$ cat src/rtl/smb_host_pkg.sv
package smb_host_pkg;

  localparam int BYTE_W = 8;
  localparam int FLAG_N = 4;

  // register offsets
  localparam int OFS_STATUS = 0;
  localparam int OFS_CTRL   = 2;
  localparam int OFS_BYTE0  = 3;  // command, address, data0, data1 follow
  localparam int NUM_BYTE_REGS = 4;

  // flag indices (status bit = index + 1)
  localparam int F_INTR = 0;
  localparam int F_DEV  = 1;
  localparam int F_BUS  = 2;
  localparam int F_FAIL = 3;

  // control bits kept in storage: pec(7), protocol(4:2), kill(1)
  localparam logic [BYTE_W-1:0] CTRL_KEEP = 8'h9E;
  localparam int CTRL_START_BIT = 6;
  localparam int CTRL_KILL_BIT  = 1;

  typedef enum logic [2:0] {
    OP_START   = 3'd0,
    OP_WRITE   = 3'd1,
    OP_RD_ACK  = 3'd2,
    OP_RD_NACK = 3'd3,
    OP_STOP    = 3'd4
  } bus_op_e;

  typedef enum logic [2:0] {
    PR_QUICK = 3'd0,
    PR_BYTE  = 3'd1,
    PR_BDATA = 3'd2,
    PR_WORD  = 3'd3
  } proto_e;

  typedef enum logic [3:0] {
    SQ_IDLE, SQ_START, SQ_ADDR, SQ_CMD, SQ_RSTART,
    SQ_ADDR2, SQ_D0, SQ_D1, SQ_STOP
  } seq_state_e;

  typedef struct packed {
    logic ok;
    logic nack;
    logic arb;
    logic killed;
    logic badproto;
  } seq_evt_t;

endpackage

$ cat src/rtl/smb_host_regs.sv
module smb_host_regs
  import smb_host_pkg::*;
#(
  parameter int ADDR_W = 4
) (
  input  logic              clk,
  input  logic              rst_n,
  input  logic              host_wr,
  input  logic [ADDR_W-1:0] host_addr,
  input  logic [BYTE_W-1:0] host_wdata,
  output logic [BYTE_W-1:0] host_rdata,
  input  logic              busy,
  input  seq_evt_t          evt,
  input  logic              cap0_en,
  input  logic              cap1_en,
  input  logic [BYTE_W-1:0] cap_data,
  output logic              start_req,
  output logic              start_bad,
  output logic              kill,
  output logic [2:0]        proto,
  output logic [BYTE_W-1:0] cmd_q,
  output logic [BYTE_W-1:0] addr_q,
  output logic [BYTE_W-1:0] data0_q,
  output logic [BYTE_W-1:0] data1_q,
  output logic [FLAG_N-1:0] flags
);

  localparam logic [ADDR_W-1:0] A_STATUS = ADDR_W'(OFS_STATUS);
  localparam logic [ADDR_W-1:0] A_CTRL   = ADDR_W'(OFS_CTRL);

  logic              sel_status, sel_ctrl;
  logic [FLAG_N-1:0] flag_q, flag_d, flag_set, flag_clr;
  logic              flag_en;
  logic [BYTE_W-1:0] ctrl_q, ctrl_d;
  logic [BYTE_W-1:0] breg_q [NUM_BYTE_REGS];

  assign sel_status = host_wr && (host_addr == A_STATUS);
  assign sel_ctrl   = host_wr && (host_addr == A_CTRL);

  // status flags: engine events win over write-one-to-clear
  always_comb begin
    flag_set         = '0;
    flag_set[F_INTR] = evt.ok;
    flag_set[F_DEV]  = evt.nack;
    flag_set[F_BUS]  = evt.arb;
    flag_set[F_FAIL] = evt.killed | evt.badproto;
    flag_clr         = sel_status ? host_wdata[FLAG_N:1] : '0;
    flag_d           = (flag_q & ~flag_clr) | flag_set;
    flag_en          = (|flag_set) | (|flag_clr);
  end

  always_ff @(posedge clk or negedge rst_n) begin
    if (!rst_n)       flag_q <= '0;
    else if (flag_en) flag_q <= flag_d;
  end

  // control: while busy only the kill bit is writable
  always_comb begin
    if (busy) begin
      ctrl_d                = ctrl_q;
      ctrl_d[CTRL_KILL_BIT] = host_wdata[CTRL_KILL_BIT];
    end else begin
      ctrl_d = host_wdata & CTRL_KEEP;
    end
  end

  always_ff @(posedge clk or negedge rst_n) begin
    if (!rst_n)        ctrl_q <= '0;
    else if (sel_ctrl) ctrl_q <= ctrl_d;
  end

  assign start_req = sel_ctrl && !busy && host_wdata[CTRL_START_BIT]
                     && !host_wdata[CTRL_KILL_BIT];
  assign start_bad = host_wdata[4];
  assign kill      = ctrl_q[CTRL_KILL_BIT];
  assign proto     = ctrl_q[4:2];
  assign flags     = flag_q;

  // command, address, data0, data1; the two data registers also capture reads
  for (genvar i = 0; i < NUM_BYTE_REGS; i++) begin : g_breg
    logic              sw_en, cap_en, en;
    logic [BYTE_W-1:0] d;
    assign sw_en = host_wr && (host_addr == ADDR_W'(OFS_BYTE0 + i));
    if (i == 2)      begin : g_c0 assign cap_en = cap0_en; end
    else if (i == 3) begin : g_c1 assign cap_en = cap1_en; end
    else             begin : g_nc assign cap_en = 1'b0;    end
    assign en = sw_en | cap_en;
    assign d  = cap_en ? cap_data : host_wdata;
    always_ff @(posedge clk or negedge rst_n) begin
      if (!rst_n)  breg_q[i] <= '0;
      else if (en) breg_q[i] <= d;
    end
  end

  assign cmd_q   = breg_q[0];
  assign addr_q  = breg_q[1];
  assign data0_q = breg_q[2];
  assign data1_q = breg_q[3];

  always_comb begin
    host_rdata = '0;
    if (host_addr == A_STATUS)
      host_rdata = {{(BYTE_W-FLAG_N-1){1'b0}}, flag_q, busy};
    else if (host_addr == A_CTRL)
      host_rdata = ctrl_q;
    else
      for (int k = 0; k < NUM_BYTE_REGS; k++)
        if (host_addr == ADDR_W'(OFS_BYTE0 + k)) host_rdata = breg_q[k];
  end

endmodule

$ cat src/rtl/smb_host_seq.sv
module smb_host_seq
  import smb_host_pkg::*;
(
  input  logic              clk,
  input  logic              rst_n,
  input  logic              start_req,
  input  logic              start_bad,
  input  logic              kill,
  input  logic [2:0]        proto,
  input  logic [BYTE_W-1:0] cmd_q,
  input  logic [BYTE_W-1:0] addr_q,
  input  logic [BYTE_W-1:0] data0_q,
  input  logic [BYTE_W-1:0] data1_q,
  input  logic              op_done,
  input  logic              op_nack,
  input  logic              op_arb_lost,
  output logic              op_valid,
  output logic [2:0]        op_code,
  output logic [BYTE_W-1:0] op_wdata,
  output logic              busy,
  output logic              abort_pend,
  output seq_evt_t          evt,
  output logic              cap0_en,
  output logic              cap1_en
);

  seq_state_e state_q, state_d;
  logic       err_q, err_d;
  logic       rd, two_phase, is_word;
  bus_op_e    code;

  assign rd        = addr_q[0];
  assign is_word   = (proto == 3'(PR_WORD));
  assign two_phase = (proto == 3'(PR_BDATA)) || is_word;

  // operation presented for the current state
  always_comb begin
    code     = OP_START;
    op_wdata = '0;
    unique case (state_q)
      SQ_ADDR: begin
        code     = OP_WRITE;
        op_wdata = two_phase ? {addr_q[BYTE_W-1:1], 1'b0} : addr_q;
      end
      SQ_CMD:   begin code = OP_WRITE; op_wdata = cmd_q; end
      SQ_ADDR2: begin code = OP_WRITE; op_wdata = {addr_q[BYTE_W-1:1], 1'b1}; end
      SQ_D0: begin
        code     = rd ? (is_word ? OP_RD_ACK : OP_RD_NACK) : OP_WRITE;
        op_wdata = data0_q;
      end
      SQ_D1: begin
        code     = rd ? OP_RD_NACK : OP_WRITE;
        op_wdata = data1_q;
      end
      SQ_STOP: code = OP_STOP;
      default: code = OP_START;
    endcase
  end

  // next state
  always_comb begin
    state_d = state_q;
    err_d   = err_q;
    evt     = '0;
    cap0_en = 1'b0;
    cap1_en = 1'b0;
    if (state_q == SQ_IDLE) begin
      if (start_req) begin
        if (start_bad) evt.badproto = 1'b1;
        else begin
          state_d = SQ_START;
          err_d   = 1'b0;
        end
      end
    end else if (kill) begin
      state_d    = SQ_IDLE;
      evt.killed = 1'b1;
    end else if (op_done) begin
      if (op_arb_lost) begin
        state_d = SQ_IDLE;
        evt.arb = 1'b1;
      end else if (code == OP_WRITE && op_nack) begin
        state_d = SQ_STOP;
        err_d   = 1'b1;
      end else begin
        unique case (state_q)
          SQ_START:  state_d = SQ_ADDR;
          SQ_ADDR: begin
            if (proto == 3'(PR_QUICK))     state_d = SQ_STOP;
            else if (proto == 3'(PR_BYTE)) state_d = rd ? SQ_D0 : SQ_CMD;
            else                           state_d = SQ_CMD;
          end
          SQ_CMD: begin
            if (proto == 3'(PR_BYTE)) state_d = SQ_STOP;
            else                      state_d = rd ? SQ_RSTART : SQ_D0;
          end
          SQ_RSTART: state_d = SQ_ADDR2;
          SQ_ADDR2:  state_d = SQ_D0;
          SQ_D0: begin
            cap0_en = rd;
            state_d = is_word ? SQ_D1 : SQ_STOP;
          end
          SQ_D1: begin
            cap1_en = rd;
            state_d = SQ_STOP;
          end
          SQ_STOP: begin
            state_d  = SQ_IDLE;
            evt.ok   = !err_q;
            evt.nack = err_q;
          end
          default: state_d = SQ_IDLE;
        endcase
      end
    end
  end

  always_ff @(posedge clk or negedge rst_n) begin
    if (!rst_n) begin
      state_q <= SQ_IDLE;
      err_q   <= 1'b0;
    end else begin
      state_q <= state_d;
      err_q   <= err_d;
    end
  end

  assign busy       = (state_q != SQ_IDLE);
  assign op_valid   = busy;
  assign op_code    = code;
  assign abort_pend = err_q;

endmodule

$ cat src/rtl/smb_host.sv
module smb_host
  import smb_host_pkg::*;
#(
  parameter int ADDR_W = 4
) (
  input  logic              clk,
  input  logic              rst_n,
  input  logic              host_wr,
  input  logic [ADDR_W-1:0] host_addr,
  input  logic [7:0]        host_wdata,
  output logic [7:0]        host_rdata,
  output logic              irq,
  output logic              op_valid,
  output logic [2:0]        op_code,
  output logic [7:0]        op_wdata,
  input  logic              op_done,
  input  logic              op_nack,
  input  logic              op_arb_lost,
  input  logic [7:0]        op_rdata
);

  logic              seq_busy, start_req, start_bad, ctrl_kill, abort_pend;
  logic              cap0_en, cap1_en;
  logic [2:0]        ctrl_proto;
  logic [BYTE_W-1:0] cmd_q, addr_q, data0_q, data1_q;
  logic [FLAG_N-1:0] st_flags;
  seq_evt_t          evt;

  smb_host_regs #(.ADDR_W(ADDR_W)) u_regs (
    .clk, .rst_n, .host_wr, .host_addr, .host_wdata, .host_rdata,
    .busy(seq_busy), .evt, .cap0_en, .cap1_en, .cap_data(op_rdata),
    .start_req, .start_bad, .kill(ctrl_kill), .proto(ctrl_proto),
    .cmd_q, .addr_q, .data0_q, .data1_q, .flags(st_flags)
  );

  smb_host_seq u_seq (
    .clk, .rst_n, .start_req, .start_bad, .kill(ctrl_kill), .proto(ctrl_proto),
    .cmd_q, .addr_q, .data0_q, .data1_q,
    .op_done, .op_nack, .op_arb_lost,
    .op_valid, .op_code, .op_wdata,
    .busy(seq_busy), .abort_pend, .evt, .cap0_en, .cap1_en
  );

  assign irq = st_flags[F_INTR];

endmodule

$ cat config.mk
export PLATFORM = sky130hd
export DESIGN_NAME = smb_host
export DESIGN_NICKNAME = d
export VERILOG_FILES = /design/src/rtl/smb_host_pkg.sv /design/src/rtl/smb_host_regs.sv /design/src/rtl/smb_host_seq.sv /design/src/rtl/smb_host.sv
export SDC_FILE = /design/constraint.sdc
export NUM_CORES = 1
export LEC_CHECK = 0
export ABC_AREA = 0
export BUFFER_PORTS_ARGS = -buffer_cell sky130_fd_sc_hd__buf_2
export CELL_PAD_IN_SITES_DETAIL_PLACEMENT = 1
export CELL_PAD_IN_SITES_GLOBAL_PLACEMENT = 1
export CORE_MARGIN = 5
export CORE_UTILIZATION = 50
export CTS_BUF_LIST = sky130_fd_sc_hd__clkbuf_2
export CTS_CLUSTER_DIAMETER = 100
export CTS_CLUSTER_SIZE = 30
export DETAILED_ROUTE_END_ITERATION = 16
export HOLD_SLACK_MARGIN = 0.02
export PLACE_DENSITY = 0.88
export SLEW_MARGIN = 25
export SYNTH_ARGS = -nofsm -noshare
export SYNTH_HDL_FRONTEND = slang
export SYNTH_HIERARCHICAL = 1
export SYNTH_SLANG_ARGS = --single-unit
$ cat constraint.sdc
create_clock -name clk -period 4.8 [get_ports clk]
set_input_delay 0.96 -clock clk [delete_from_list [all_inputs] [get_ports clk]]
set_output_delay 0.96 -clock clk [all_outputs]
set_load 0.005 [all_outputs]
==> flow_summary.json <==
{
  "gp_routability_congestion": 0.857,
  "wl_per_cell_um": 22.0,
  "cts_buffer_depth": 2,
  "layout_commonest_cell": "mux2_2",
  "ir_worst_vdd_mv": 0.180,
  "grt_busiest_layer": "met2",
  "avgSynthCellArea_sq_um": 10.3,
  "synth_top_area_cell": "dfrtp_1",
  "ff_latch_area_sq_um": 1150,
  "min_period_ps": 3690,
  "cts_hold_buf": 0,
  "die-width_um": 90.1,
  "track_usage_pct": 22.9,
  "dp_slack_ps": 1300,
  "syn-cell-area_sq_um": 3210,
  "grt_max_degree": 47,
  "yosysUniqueCellTypes": 62,
  "totalWireLength_mm": 9.30,
  "setup_ws_ps": 1110,
  "critical_path.startpoint_type": "register",
  "status": "finished, final reports clean",
  "ctsResizeCount": 0,
  "cts_tree": "yes",
  "setup_viol": 0,
  "hold_class": "input port to asynchronous set/reset pin",
  "regToRegSetupSlack_ps": 1780,
  "grt_first_pass_wirelength_mm": 15.0,
  "syn_to_final_growth_pct": 7.52,
  "final_layout_size_suffix_gt1_share_pct": 36.5,
  "synth_seq_cells": 46,
  "setup_tns_ps": 0,
  "synth_seq_area_share_pct": 35.9,
  "via_per_inst": 6.24,
  "rows": 29,
  "synthCells": 313,
  "firstDrtPassIters": 4,
  "final_cell_mix": "55 x mux2_2, 46 x dfrtp_1, 45 x buf_2, 20 x nor2_1, 16 x nand3_1",
  "placed_cells": 414,
  "die_h_um": 90.1,
  "whs_ps": 498,
  "crit_end": "op_wdata[2]",
  "stdcell_area_sq_um": 3450,
  "power.leakage_nw": 1.51,
  "cts-buffers-inserted": 5,
  "dpl.hpwl_mm": 6.71,
  "drc": 0,
  "yosysTopAreaCellShare_pct": 35.9,
  "finalHoldViolations": 0,
  "root_buffer": "clkbuf_2",
  "worst_r2r_startpoint": "u_seq/state_q[2]",
  "worstMarginPinSlew_ps": 959,
  "timing.fmax_mhz": 271,
  "initial_core_util_pct": 50.8,
  "htreeDepth": 2,
  "crit_type": "register to output pin",
  "ant_nets": 0,
  "slew_headroom_pct": 36.0,
  "reg2reg_depth": 9,
  "drt_iter0_markers": 171,
  "yosys_warnings": 6,
  "vias": 2633,
  "synthTopCellsByArea": "dfrtp_1 36%, mux2_2 19%, mux2i_1 3.4%",
  "io_pins": 47,
  "clock_latency_ps": 430,
  "crit_start": "u_seq/state_q[2]",
  "multiInputGateArea_sq_um": 1890,
  "globalRouteMet3Util_pct": 5.01,
  "crit_required_ps": 3840,
  "syn_nets": 339,
  "power_mw": 1.05,
  "maxCapViolCount": 0,
  "skew_ps": 13.6,
  "fin_util_pct": 54.7,
  "coreArea_sq_um": 6310,
  "post-cts-setup-buffers": 0,
  "layout.nets": 370,
  "synth_edf_count": 0,
  "cp-end-kind": "output pin",
  "finalCritPeriodShare_pct": 76.8,
  "grt-ovfl-total": 0,
  "slew_viol_final": 0,
  "num_antenna_cells": 0,
  "fin_cells": 422,
  "port_buffers": 46,
  "first_global_vias": 2749,
  "dieArea_sq_um": 8120,
  "clk_pin_slew_ps": 230,
  "placed_cell_area_sq_um": 3410,
  "crit_arrival_ps": 2730,
  "cts.sinks": 46,
  "grtUsageMet2_pct": 37.6,
  "synth-main-ff-cell": "dfrtp_1",
  "rsz0062_at_grt": "no",
  "async_flop_share_pct": 100,
  "power.density_nw_per_um2": 304,
  "antenna_found_initial": 0,
  "r2r_end": "u_seq/state_q[2]",
  "crit_fanout": 18,
  "grt_util_met1_pct": 29.8,
  "fillers": 751
}
==> cell families (layout without fill, tap and decap cells) <==
group / Yosys count / after routing / share of synthesized area (%)
AOI/OAI and AO/OA: 63 / 63 / 15.1
xor gates and xnor gates: 1 / 1 / 0.273
buffers and inverters: 30 / 62 / 5.18
DFF: 46 / 46 / 35.9
muxes: 66 / 66 / 22.7
and+or+nand+nor: 107 / 107 / 20.9
==> critical path, stage by stage (launching register included) <==
cell	delay, ps
dfrtp_1	1020
nand3b_2	220
nor2_1	650
a221o_1	280
buf_2	110
==> report_power, final <==
part	internal (mW)	total (mW)	switching [mW]
clock	0.0337	0.160	0.126
combinational	0.159	0.303	0.144
sequential	0.474	0.586	0.112
total	0.667	1.05	0.382
==> flip-flops by register name, indices dropped and copies added (netlist names) <==
signal            flops
u_regs/addr_q         8
u_regs/cmd_q          8
u_regs/ctrl_q         5
u_regs/data0_q        8
u_regs/data1_q        8
u_regs/flags          4
u_seq/abort_pend      1
u_seq/state_q         4
==> metal layers <==
metal  wire (um)  vias to the layer above
li1            -                     1230
met1        3950                     1317
met2        4630                       77
met3         598                        9
met4         125                        0
met5           0                        -
==> cell usage after synthesis, drive strengths merged, types with 4 or more instances <==
| master | count |
|---|---|
| a211oi | 4 |
| nor3b | 6 |
| a221o | 7 |
| nor3 | 9 |
| nand3 | 16 |
| mux2i | 11 |
| inv | 6 |
| a21o | 4 |
| a22oi | 4 |
| buf | 20 |
| mux2 | 55 |
| o21ai | 13 |
| a21oi | 9 |
| dfrtp | 46 |
| nand2 | 15 |
| nand2b | 6 |
| nor2 | 20 |
| clkbuf | 4 |
| a2bb2oi | 4 |
| nor2b | 8 |
| and3 | 4 |
==> area by class of cell <==
type | count | area share [%]
Clock buffer | 5 | 0.725
Timing Repair Buffer | 48 | 7.18
Inverter | 6 | 0.653
Sequential cell | 46 | 33.4
Clock inverter | 3 | 0.471
Multi-Input combinational cell | 237 | 54.8
Tap cell | 77 | 2.79
==> worst min-delay path by stage <==
stage               depth (start not counted)             start          endpoint
floorplan                                   1   u_regs/flags[1]   u_regs/flags[1]
global placement                            2  u_seq/abort_pend  u_seq/abort_pend
detailed placement                          1   u_regs/flags[1]   u_regs/flags[1]
CTS                                         1   u_regs/flags[1]   u_regs/flags[1]
global route                                1             rst_n   u_regs/cmd_q[1]
finish                                      1             rst_n   u_regs/cmd_q[1]
Note: power is estimated with default switching activity, not from simulation.
